$ cat src/rtl/cpf_pkg.sv
package cpf_pkg;
  typedef logic colour_t;

  function automatic logic word_is_stale(input colour_t stamp, input colour_t local_col);
    return stamp != local_col;
  endfunction
endpackage

$ cat src/rtl/cpf_steer.sv
module cpf_steer #(
  parameter int AW = 32,
  parameter logic [AW-1:0] RESET_VEC = '0
) (
  input  logic          clk,
  input  logic          rst_n,
  input  logic          br_valid,
  input  logic [AW-1:0] br_target,
  output logic          br_ready,
  output logic          br_take,
  input  logic          pq_full,
  input  logic          rd_ready,
  output logic          rd_valid,
  output logic [AW-1:0] rd_target,
  output cpf_pkg::colour_t rd_colour,
  output cpf_pkg::colour_t colour
);
  logic pending;

  assign br_ready = !pending;
  assign br_take  = br_valid && br_ready;
  assign rd_valid = pending && !pq_full;

  always_ff @(posedge clk) begin
    if (!rst_n) begin
      colour    <= 1'b0;
      pending   <= 1'b1;
      rd_target <= RESET_VEC;
      rd_colour <= 1'b0;
    end else if (br_take) begin
      colour    <= !colour;
      pending   <= 1'b1;
      rd_target <= br_target;
      rd_colour <= !colour;
    end else if (rd_valid && rd_ready) begin
      pending   <= 1'b0;
    end
  end
endmodule

$ cat src/rtl/cpf_outreg.sv
module cpf_outreg #(
  parameter int IW = 32,
  parameter int AW = 32
) (
  input  logic          clk,
  input  logic          rst_n,
  input  logic          load,
  input  logic          flush,
  input  logic [IW-1:0] in_insn,
  input  logic [AW-1:0] in_pc,
  input  logic          d_ready,
  output logic          d_valid,
  output logic [IW-1:0] d_insn,
  output logic [AW-1:0] d_pc,
  output logic          has_room
);
  assign has_room = !d_valid || d_ready;

  always_ff @(posedge clk) begin
    if (!rst_n) begin
      d_valid <= 1'b0;
      d_insn  <= '0;
      d_pc    <= '0;
    end else if (flush) begin
      d_valid <= 1'b0;
    end else if (load) begin
      d_valid <= 1'b1;
      d_insn  <= in_insn;
      d_pc    <= in_pc;
    end else if (d_ready) begin
      d_valid <= 1'b0;
    end
  end
endmodule

$ cat src/rtl/colour_prefetch_filter.sv
module colour_prefetch_filter #(
  parameter int IW = 32,
  parameter int AW = 32,
  parameter logic [AW-1:0] RESET_VEC = 32'h0000_0100
) (
  input  logic          clk,
  input  logic          rst_n,
  input  logic          f_valid,
  output logic          f_ready,
  input  logic [IW-1:0] f_insn,
  input  logic [AW-1:0] f_pc,
  input  logic          f_colour,
  input  logic          br_valid,
  output logic          br_ready,
  input  logic [AW-1:0] br_target,
  input  logic          pq_full,
  output logic          rd_valid,
  input  logic          rd_ready,
  output logic [AW-1:0] rd_target,
  output logic          rd_colour,
  output logic          d_valid,
  input  logic          d_ready,
  output logic [IW-1:0] d_insn,
  output logic [AW-1:0] d_pc
);
  import cpf_pkg::*;

  colour_t colour;
  logic    br_take;
  logic    has_room;
  logic    drop;
  logic    load;

  cpf_steer #(.AW(AW), .RESET_VEC(RESET_VEC)) u_steer (
    .clk(clk), .rst_n(rst_n),
    .br_valid(br_valid), .br_target(br_target), .br_ready(br_ready), .br_take(br_take),
    .pq_full(pq_full), .rd_ready(rd_ready), .rd_valid(rd_valid),
    .rd_target(rd_target), .rd_colour(rd_colour), .colour(colour)
  );

  // A stale stamp or a branch in this cycle makes the offered word disposable.
  assign drop    = word_is_stale(f_colour, colour) || br_take;
  assign f_ready = drop || has_room;
  assign load    = f_valid && !drop && has_room;

  cpf_outreg #(.IW(IW), .AW(AW)) u_out (
    .clk(clk), .rst_n(rst_n),
    .load(load), .flush(br_take), .in_insn(f_insn), .in_pc(f_pc),
    .d_ready(d_ready), .d_valid(d_valid), .d_insn(d_insn), .d_pc(d_pc),
    .has_room(has_room)
  );
endmodule

$ cat config.mk
export PLATFORM = sky130hd
export DESIGN_NAME = colour_prefetch_filter
export DESIGN_NICKNAME = d
export VERILOG_FILES = /design/src/rtl/cpf_pkg.sv /design/src/rtl/cpf_steer.sv /design/src/rtl/cpf_outreg.sv /design/src/rtl/colour_prefetch_filter.sv
export SDC_FILE = /design/constraint.sdc
export NUM_CORES = 1
export LEC_CHECK = 0
export ABC_AREA = 0
export BUFFER_PORTS_ARGS = -buffer_cell sky130_fd_sc_hd__buf_2
export CAP_MARGIN = 0
export CORE_MARGIN = 2
export CORE_UTILIZATION = 45
export CTS_CLUSTER_SIZE = 40
export DETAILED_ROUTE_END_ITERATION = 7
export PLACE_DENSITY_LB_ADDON = 0.08
export RECOVER_POWER = 25
export SKIP_CTS_REPAIR_TIMING = 1
export SLEW_MARGIN = 5
export SYNTH_ARGS = -nofsm -noshare
export SYNTH_HDL_FRONTEND = slang
export SYNTH_SLANG_ARGS = --single-unit
$ cat constraint.sdc
create_clock -name clk -period 2 [get_ports clk]
set_clock_uncertainty 0.15 [all_clocks]
set_input_delay 0.2 -clock clk [delete_from_list [all_inputs] [get_ports clk]]
set_output_delay 0.2 -clock clk [all_outputs]
set_load 0.01 [all_outputs]
## Word level (Yosys, flattened, before mapping)

Index checks and enable logic that the tools add are counted.

| word-level totals | value |
|---|---|
| bits in read-only memories | 0 |
| memories | 0 |
| latch bits | 0 |
| RAM bits | 0 |
| input bits | 104 |
| register bits after elaboration | 99 |
| logic and storage cells | 27 |
| output and inout bits | 101 |

| cells by class | value |
|---|---|
| multiply operators | 0 |
| order comparisons | 0 |
| eq/ne operators | 1 |
| reductions and logical operators | 16 |
| bitwise gates (word level) | 2 |
| mux-type cells | 2 |
| div/mod/pow operators | 0 |
| shift operators | 0 |
| add/subtract/negate cells | 0 |

Operator list:

| cell | number |
|---|---|
| logical AND 1 bit | 5 |
| zero test 1 bit | 5 |
| logical OR 1 bit | 3 |
| 2-to-1 mux 1 bit | 2 |
| inverter 1 bit | 2 |
| AND reduction 2 bit | 1 |
| nonzero test 2 bit | 1 |
| OR reduction 2 bit | 1 |
| != test 1 bit | 1 |

## Depth between registers and ports, before layout

Gate-level depths: netlist of run 1.

| depth | value |
|---|---|
| depth in word-level cells | 7 |
| mapped depth | 6 |
| gate-level depth less buffers | 3 |

## Cells and area by module

Synthesis of run 1 repeated with hierarchy kept, for this count alone.

| second synthesis, totals | value |
|---|---|
| cells, all modules | 437 |
| area total of the unflattened synthesis | 4,112.7 µm² |

By module, submodules not included:

| module | times used | seq. area each (µm²) | cells an instance | area an instance (µm²) |
|---|---|---|---|---|
| cpf_outreg | 1 | 1,301.2 | 283 | 2,675.1 |
| cpf_steer | 1 | 680.7 | 150 | 1,413.9 |
| colour_prefetch_filter | 1 | 0.0 | 4 | 23.8 |

## Least setup slack after synthesis of run 1

OpenSTA, ideal clock, no wires.

| timing | value |
|---|---|
| kind | register to register |
| start | register, netlist name u_steer.rd_colour |
| end | register u_out.d_insn[10] |
| stages on the path, launching flop included | 6 |
| data arrival time | 1,359 ps |
| required time | 1,778 ps |
| clock period less this slack | 1,580 ps |
| path buffers | 2 |
| slack | 420 ps |
| setup time | 72 ps |
| path through | dfxtp_1 xor2_1 nor4b_2 buf_6 buf_12 mux2i_1 |

RTL lines:

| element | RTL line | source |
|---|---|---|
| end signal: assignment | cpf_outreg.sv:28 | `d_insn <= in_insn;` |
| end: declaration | cpf_outreg.sv:13 | `output logic [IW-1:0] d_insn,` |

## Worst setup path after layout of run 1

| timing | value |
|---|---|
| start | register u_steer.pending |
| end | output port f_ready |

| on the way | value |
|---|---|
| cells in the longest elaborated chain, start to end | 4 |

Ends and longest elaborated chain:

| element | RTL line | source |
|---|---|---|
| start: declaration | cpf_steer.sv:18 | `logic pending;` |
| start signal: assignment | cpf_steer.sv:27 | `pending <= 1'b1;` |
| start signal: assignment | cpf_steer.sv:32 | `pending <= 1'b1;` |
| start signal: assignment | cpf_steer.sv:36 | `pending <= 1'b0;` |
| zero test 1 bit | cpf_steer.sv:20 | `assign br_ready = !pending;` |
| logical AND 1 bit | cpf_steer.sv:21 | `assign br_take = br_valid && br_ready;` |
| logical OR 1 bit | colour_prefetch_filter.sv:42 | `assign drop = word_is_stale(f_colour, colour) \|\| br_take;` |
| logical OR 1 bit | colour_prefetch_filter.sv:43 | `assign f_ready = drop \|\| has_room;` |
| end: declaration | colour_prefetch_filter.sv:9 | `output logic f_ready,` |

Every way passes these cells.

==> impl_metrics.toml, run 1 <==
[pwr]
p_sw_uw = 1032
totalPowerFinal_uw = 3976
powerDensity_mw_per_mm2 = 656.6
clkPwrFrac_pct = 28.3
p_seq_share_pct = 53.5
switching_share_pct = 25.95
peakVddDrop_uv = 391.5
pwr-share-comb_pct = 18.3
leakagePower_uw = 0.002687
internal-power_uw = 2944

[placement]
hpwl_mm = 6.517
io_buffers = 204
dp.cells = 723
place.gp.congestion = 0.7741
pre_cts_ws_ns = 0.2285

[clock_network]
cts_buffer_depth = 2
numCtsBuffers = 9
htreeDepth = 3
root_buffer = "clkbuf_8"
clkSlewWorstSetupHoldPaths_ns = 0.09
cts_num_sinks = 99
insertion_delay_ns = 0.35
cts_tree = "done"

[routing]
route.detailed.drc = 0
detail_route.wl_per_cell_um = 12.88
vias = 3836
avgViaCountPerCell = 4.594
drt_iter0_drc = 86
drtPass1Iterations = 5
wl_mm = 10.75
ant_nets = 0

[finish]
multi_input_area_mm2 = 0.001712
seqCellArea_mm2 = 0.001982
insertedDiodeCount = 0
fillCellCount = 710
instances_no_fill = 835
fin_nets = 827
post-route-util_pct = 70.46
layout-drive-gt1-share_pct = 24.62
area.growth.synth_to_final_pct = 54.21

[yosys]
yosys-top-cells-count = "194 x nand2_1, 99 x dfxtp_1, 64 x mux2i_1"
ys_ff_latch = 99
ys_types = 22
synth_cells = 435
ys.flop_type = "dfxtp_1"
synth_top_area_share_pct = 50.48
ys_warn_count = 0
syn_nets = 539
ys_top_cells_by_area = "dfxtp_1 50%, nand2_1 19%, mux2i_1 16%, a21boi_0 3.4%, buf_12 3.1%"
synth_seq_area_share_pct = 50.48
synth_top_area_cell = "dfxtp_1"
synth_edf_count = 0
syn-cell-area_mm2 = 0.003926
synth.avg_cell_area_um2 = 9.026
async_reset_ff_share_pct = 0
synth.most_common_cell = "nand2_1"

[floorplan]
die_h_um = 97.41
io_pins = 205
die-area_mm2 = 0.009488
die_x_um = 97.41
initial_core_util_pct = 45.69
num_rows = 34
core_area_mm2 = 0.008593

[critical_path]
cp-end-kind = "output port"
r2r_setup_slack_ns = 0.18
r2r_end = "u_out.d_insn[3]"
ff2ff_path_depth = 4
cp.arrival_ns = 1.48
required_ns = 1.65
worstPathMaxFanout = 34
path_class = "reg2out"
timing.rr.start = "u_steer.rd_colour"
crit_path_start_kind = "flop"

[status]
status = "finished with violations"
violations = "negative hold slack"

[timing]
fmax_mhz = 546.3
setup_viol = 0
tns_ns = 0
hold_viol_final = 1
fin_ws_ns = 0.1695
rsz0062_at_grt = "no"
period_share_pct = 91.52
period_minus_slack_ns = 1.830
slew_viol_final = 0
hold_ws_ns = -0.02756
worst_pin_slew_ns = 0.4685
max_slew_margin_pct = 68.77

[hold_path]
hp-start = "f_pc[15]"
hp-class = "in2reg"
min_to = "u_out.d_pc[15]"
whs_path_depth = 3

[global_routing]
grt_pass1_vias = 3195
grt_usage_pct = 18.24
overflow = 0
grt_max_degree = 49
grt_first_pass_wirelength_mm = 14.22
antenna_found_initial = 0

[job]
cap_violations = 0
-- placed cells by master (no fill, tap or decap) --
cell type / n
a21boi_0: 18
mux2i_1: 64
buf_4: 5
nor4b_4: 1
clkinvlp_4: 3
buf_6: 1
xor2_1: 1
nand2_1: 194
dlygate4sd3_1: 97
and2_1: 1
nor2b_1: 2
nor2b_2: 1
nand3_1: 1
dfxtp_1: 99
xnor2_1: 1
o2bb2ai_1: 1
inv_1: 1
buf_2: 153
nand2b_1: 1
a21boi_1: 13
clkbuf_8: 10
nor3b_1: 1
buf_12: 4
nor2_1: 1
o211a_1: 1
clkbuf_1: 51
clkinv_2: 1
-- power groups by stage --
stage	logic (uW)	clock network [uW]	registers, uW
after global routing	787	1250	2140
final	726	1120	2130
after CTS	585	1180	2120
after global placement	573	0	2160
after floorplan	305	0	2220
after detailed placement	584	0	2170
-- state kept, by name, indices dropped and copies added, names as in the netlist --
name,cells
u_steer.pending,1
u_steer.rd_colour,1
u_out.d_valid,1
u_steer.rd_target,32
u_out.d_insn,32
u_out.d_pc,32
-- logic make-up (layout without fill, tap and decap cells) --
family,after synthesis,after routing,synth area share (%)
mux,64,64,16.32
simple gates,203,203,20.14
flops,99,99,50.48
xor+xnor,2,2,0.4462
compound gates,33,33,6.405
buf+inv,34,326,6.214
-- cell type report --
class                      instances  share of cell area, %
inverter                           1                0.06200
clock buffer                      11                  2.335
sequential                        99                  32.73
tap                              108                  2.232
multi-input combinational        302                  28.27
timing repair buffer             310                  33.91
clock inverter                     4                 0.4546
-- through the flow --
| stage | area [um^2] | hold slack (ns) |
|---|---|---|
| 3_5_place_dp | 4974 | 0.2714 |
| 5_1_grt | 6055 | -0.0002556 |
| 4_1_cts | 5142 | -0.1047 |
| 6_report | 6055 | -0.02756 |
| 2_1_floorplan | 3926 | 0.1742 |
| 3_3_place_gp | 4974 | 0.2630 |
-- critical path: stages (launching register included) --
cell and delay [ns]:
dfxtp_1 0.36, nor2b_2 0.20, buf_6 0.29, nor2_1 0.07
nand2_1 0.07, buf_2 0.14
-- worst max path at each step --
| stage | to | start | slack, ns | depth (start not counted) |
|---|---|---|---|---|
| after floorplan | u_out.d_insn[10] | u_steer.rd_colour | 0.42 | 5 |
| after global placement | u_out.d_insn[12] | u_steer.rd_colour | 0.31 | 4 |
| after detailed placement | u_out.d_insn[11] | u_steer.rd_colour | 0.23 | 4 |
| after CTS | f_ready | u_steer.pending | 0.07 | 5 |
| after global routing | f_ready | u_steer.pending | 0.04 | 5 |
| final | f_ready | u_steer.pending | 0.17 | 5 |
-- metal layers --
layer  global-route usage (%)  wire, um  vias to the layer above
met5                        0         0                        -
met4                    5.876       286                        0
met3                    7.338       773                       25
met2                    30.82      5372                      130
met1                    21.11      4319                     1721
li1                         -         -                     1960
No activity file was read; power rests on OpenSTA's default activity.
==> run 2: changes to the inputs <==
clock period = 1.9 ns   (was 2 ns; I/O delays follow)
==> impl_metrics.toml, run 2 (synthesis gave the netlist of run 1 again) <==
[timing]
max_slew_margin_pct = 75.16
period_minus_slack_ns = 1.788
period_share_pct = 94.10
worst_pin_slew_ns = 0.3726
slew_viol_final = 0
hold_ws_ns = -0.01210
setup_viol = 0
hold_viol_final = 1
rsz0062_at_grt = "no"
fmax_mhz = 559.3

[floorplan]
num_rows = 34
die_x_um = 97.41
core_area_mm2 = 0.008593
die_h_um = 97.41
initial_core_util_pct = 45.69
die-area_mm2 = 0.009488
io_pins = 205

[clock_network]
root_buffer = "clkbuf_8"
numCtsBuffers = 9
htreeDepth = 3
clkSlewWorstSetupHoldPaths_ns = 0.09
insertion_delay_ns = 0.35
cts_buffer_depth = 2
cts_tree = "done"
cts_num_sinks = 99

[critical_path]
cp.arrival_ns = 1.45
path_class = "reg2out"
worstPathMaxFanout = 34
crit_path_start_kind = "flop"
required_ns = 1.56
cp-end-kind = "output port"

[routing]
drtPass1Iterations = 4
wl_mm = 10.49
drt_iter0_drc = 82
avgViaCountPerCell = 4.552
detail_route.wl_per_cell_um = 12.57
vias = 3801
ant_nets = 0
route.detailed.drc = 0

[pwr]
pwr-share-comb_pct = 17.5
p_sw_uw = 1096
leakagePower_uw = 0.002693
switching_share_pct = 25.29
internal-power_uw = 3236
peakVddDrop_uv = 429.2
clkPwrFrac_pct = 30.9
powerDensity_mw_per_mm2 = 713.7
p_seq_share_pct = 51.7

[status]
status = "finished with violations"
violations = "negative hold slack"

[global_routing]
overflow = 0
grt_first_pass_wirelength_mm = 14.66
grt_max_degree = 61
grt_usage_pct = 18.63
grt_pass1_vias = 3272
antenna_found_initial = 0

[hold_path]
hp-class = "in2reg"

[finish]
fillCellCount = 677
layout-drive-gt1-share_pct = 24.48
final_cell_mix = "194 x nand2_1, 153 x buf_2, 99 x dfxtp_1"
post-route-util_pct = 70.63
insertedDiodeCount = 0
multi_input_area_mm2 = 0.001712
fin_nets = 826
area.growth.synth_to_final_pct = 54.59
final_common_cell = "nand2_1"
seqCellArea_mm2 = 0.001982
reg_top3 = "u_out.d_insn (32), u_out.d_pc (32), u_steer.rd_target (32)"

[placement]
hpwl_mm = 6.366
place.gp.congestion = 0.7858
io_buffers = 204

[job]
cap_violations = 0
## run 2: changes by cell type in the layout (fill, tap and decap cells not counted), sizes merged
cell | previous run | this run
buf | 163 | 162
bufinv | 0 | 1
clkbuf | 61 | 62
clkinvlp | 3 | 2
## run 2: layer usage
| metal | vias up | part of all wire (%) | global-route usage [%] | wire length [um] |
|---|---|---|---|---|
| met4 | 0 | 1.3 | 5.662 | 141 |
| met2 | 122 | 49 | 29.76 | 5160 |
| met5 | - | 0 | 0 | 0 |
| met1 | 1709 | 43 | 23.23 | 4509 |
| li1 | 1960 | - | - | - |
| met3 | 10 | 6.5 | 7.410 | 682 |
## run 2: cell type report
type,instances,share of cell area [%]
repair buffers,309,33.64
flip-flops and latches,99,32.65
multi-input cells,302,28.20
clock buffers,12,2.391
well taps,108,2.226
clock inverters,4,0.8246
inverters,1,0.06184
## run 2: path summary, 6_finish.rpt
kind	from	endpoint	slack, ns	depth (start not counted)
worst min-delay path	f_insn[5]	u_out.d_insn[5]	-0.01	3
worst max register to register	u_steer.rd_colour	u_out.d_insn[31]	0.13	4
worst max-delay path	u_steer.pending	f_ready	0.11	5
worst min register to register	u_steer.rd_target[25]	u_steer.rd_target[25]	0.31	2
## run 2: metrics by stage
step	setup WS [ns]	instance area (um^2)	power [uW]	TNS, ns	instances
3_5_place_dp	0.1434	4954	2889	0	722
6_report	0.1120	6070	4332	0	835
2_1_floorplan	0.3196	3926	2656	0	435
4_1_cts	-0.01604	5149	4226	-0.01604	738
3_3_place_gp	0.2223	4954	2875	0	722
5_1_grt	0.01516	6070	4549	0	835
## run 2: worst max-delay path, cell delays in order (launching register included)
cell	delay (ns)
dfxtp_1	0.37
nor2b_2	0.24
buf_12	0.22
nor2_1	0.05
nand2_1	0.07
buf_2	0.14
## run 2: power by group through the flow
stage               sequential (uW)  clock (uW)  combinational, uW
floorplan                      2340           0                321
global placement               2280           0                596
detailed placement             2280           0                608
CTS                            2230        1380                609
global route                   2250        1470                828
finish                         2240        1340                757
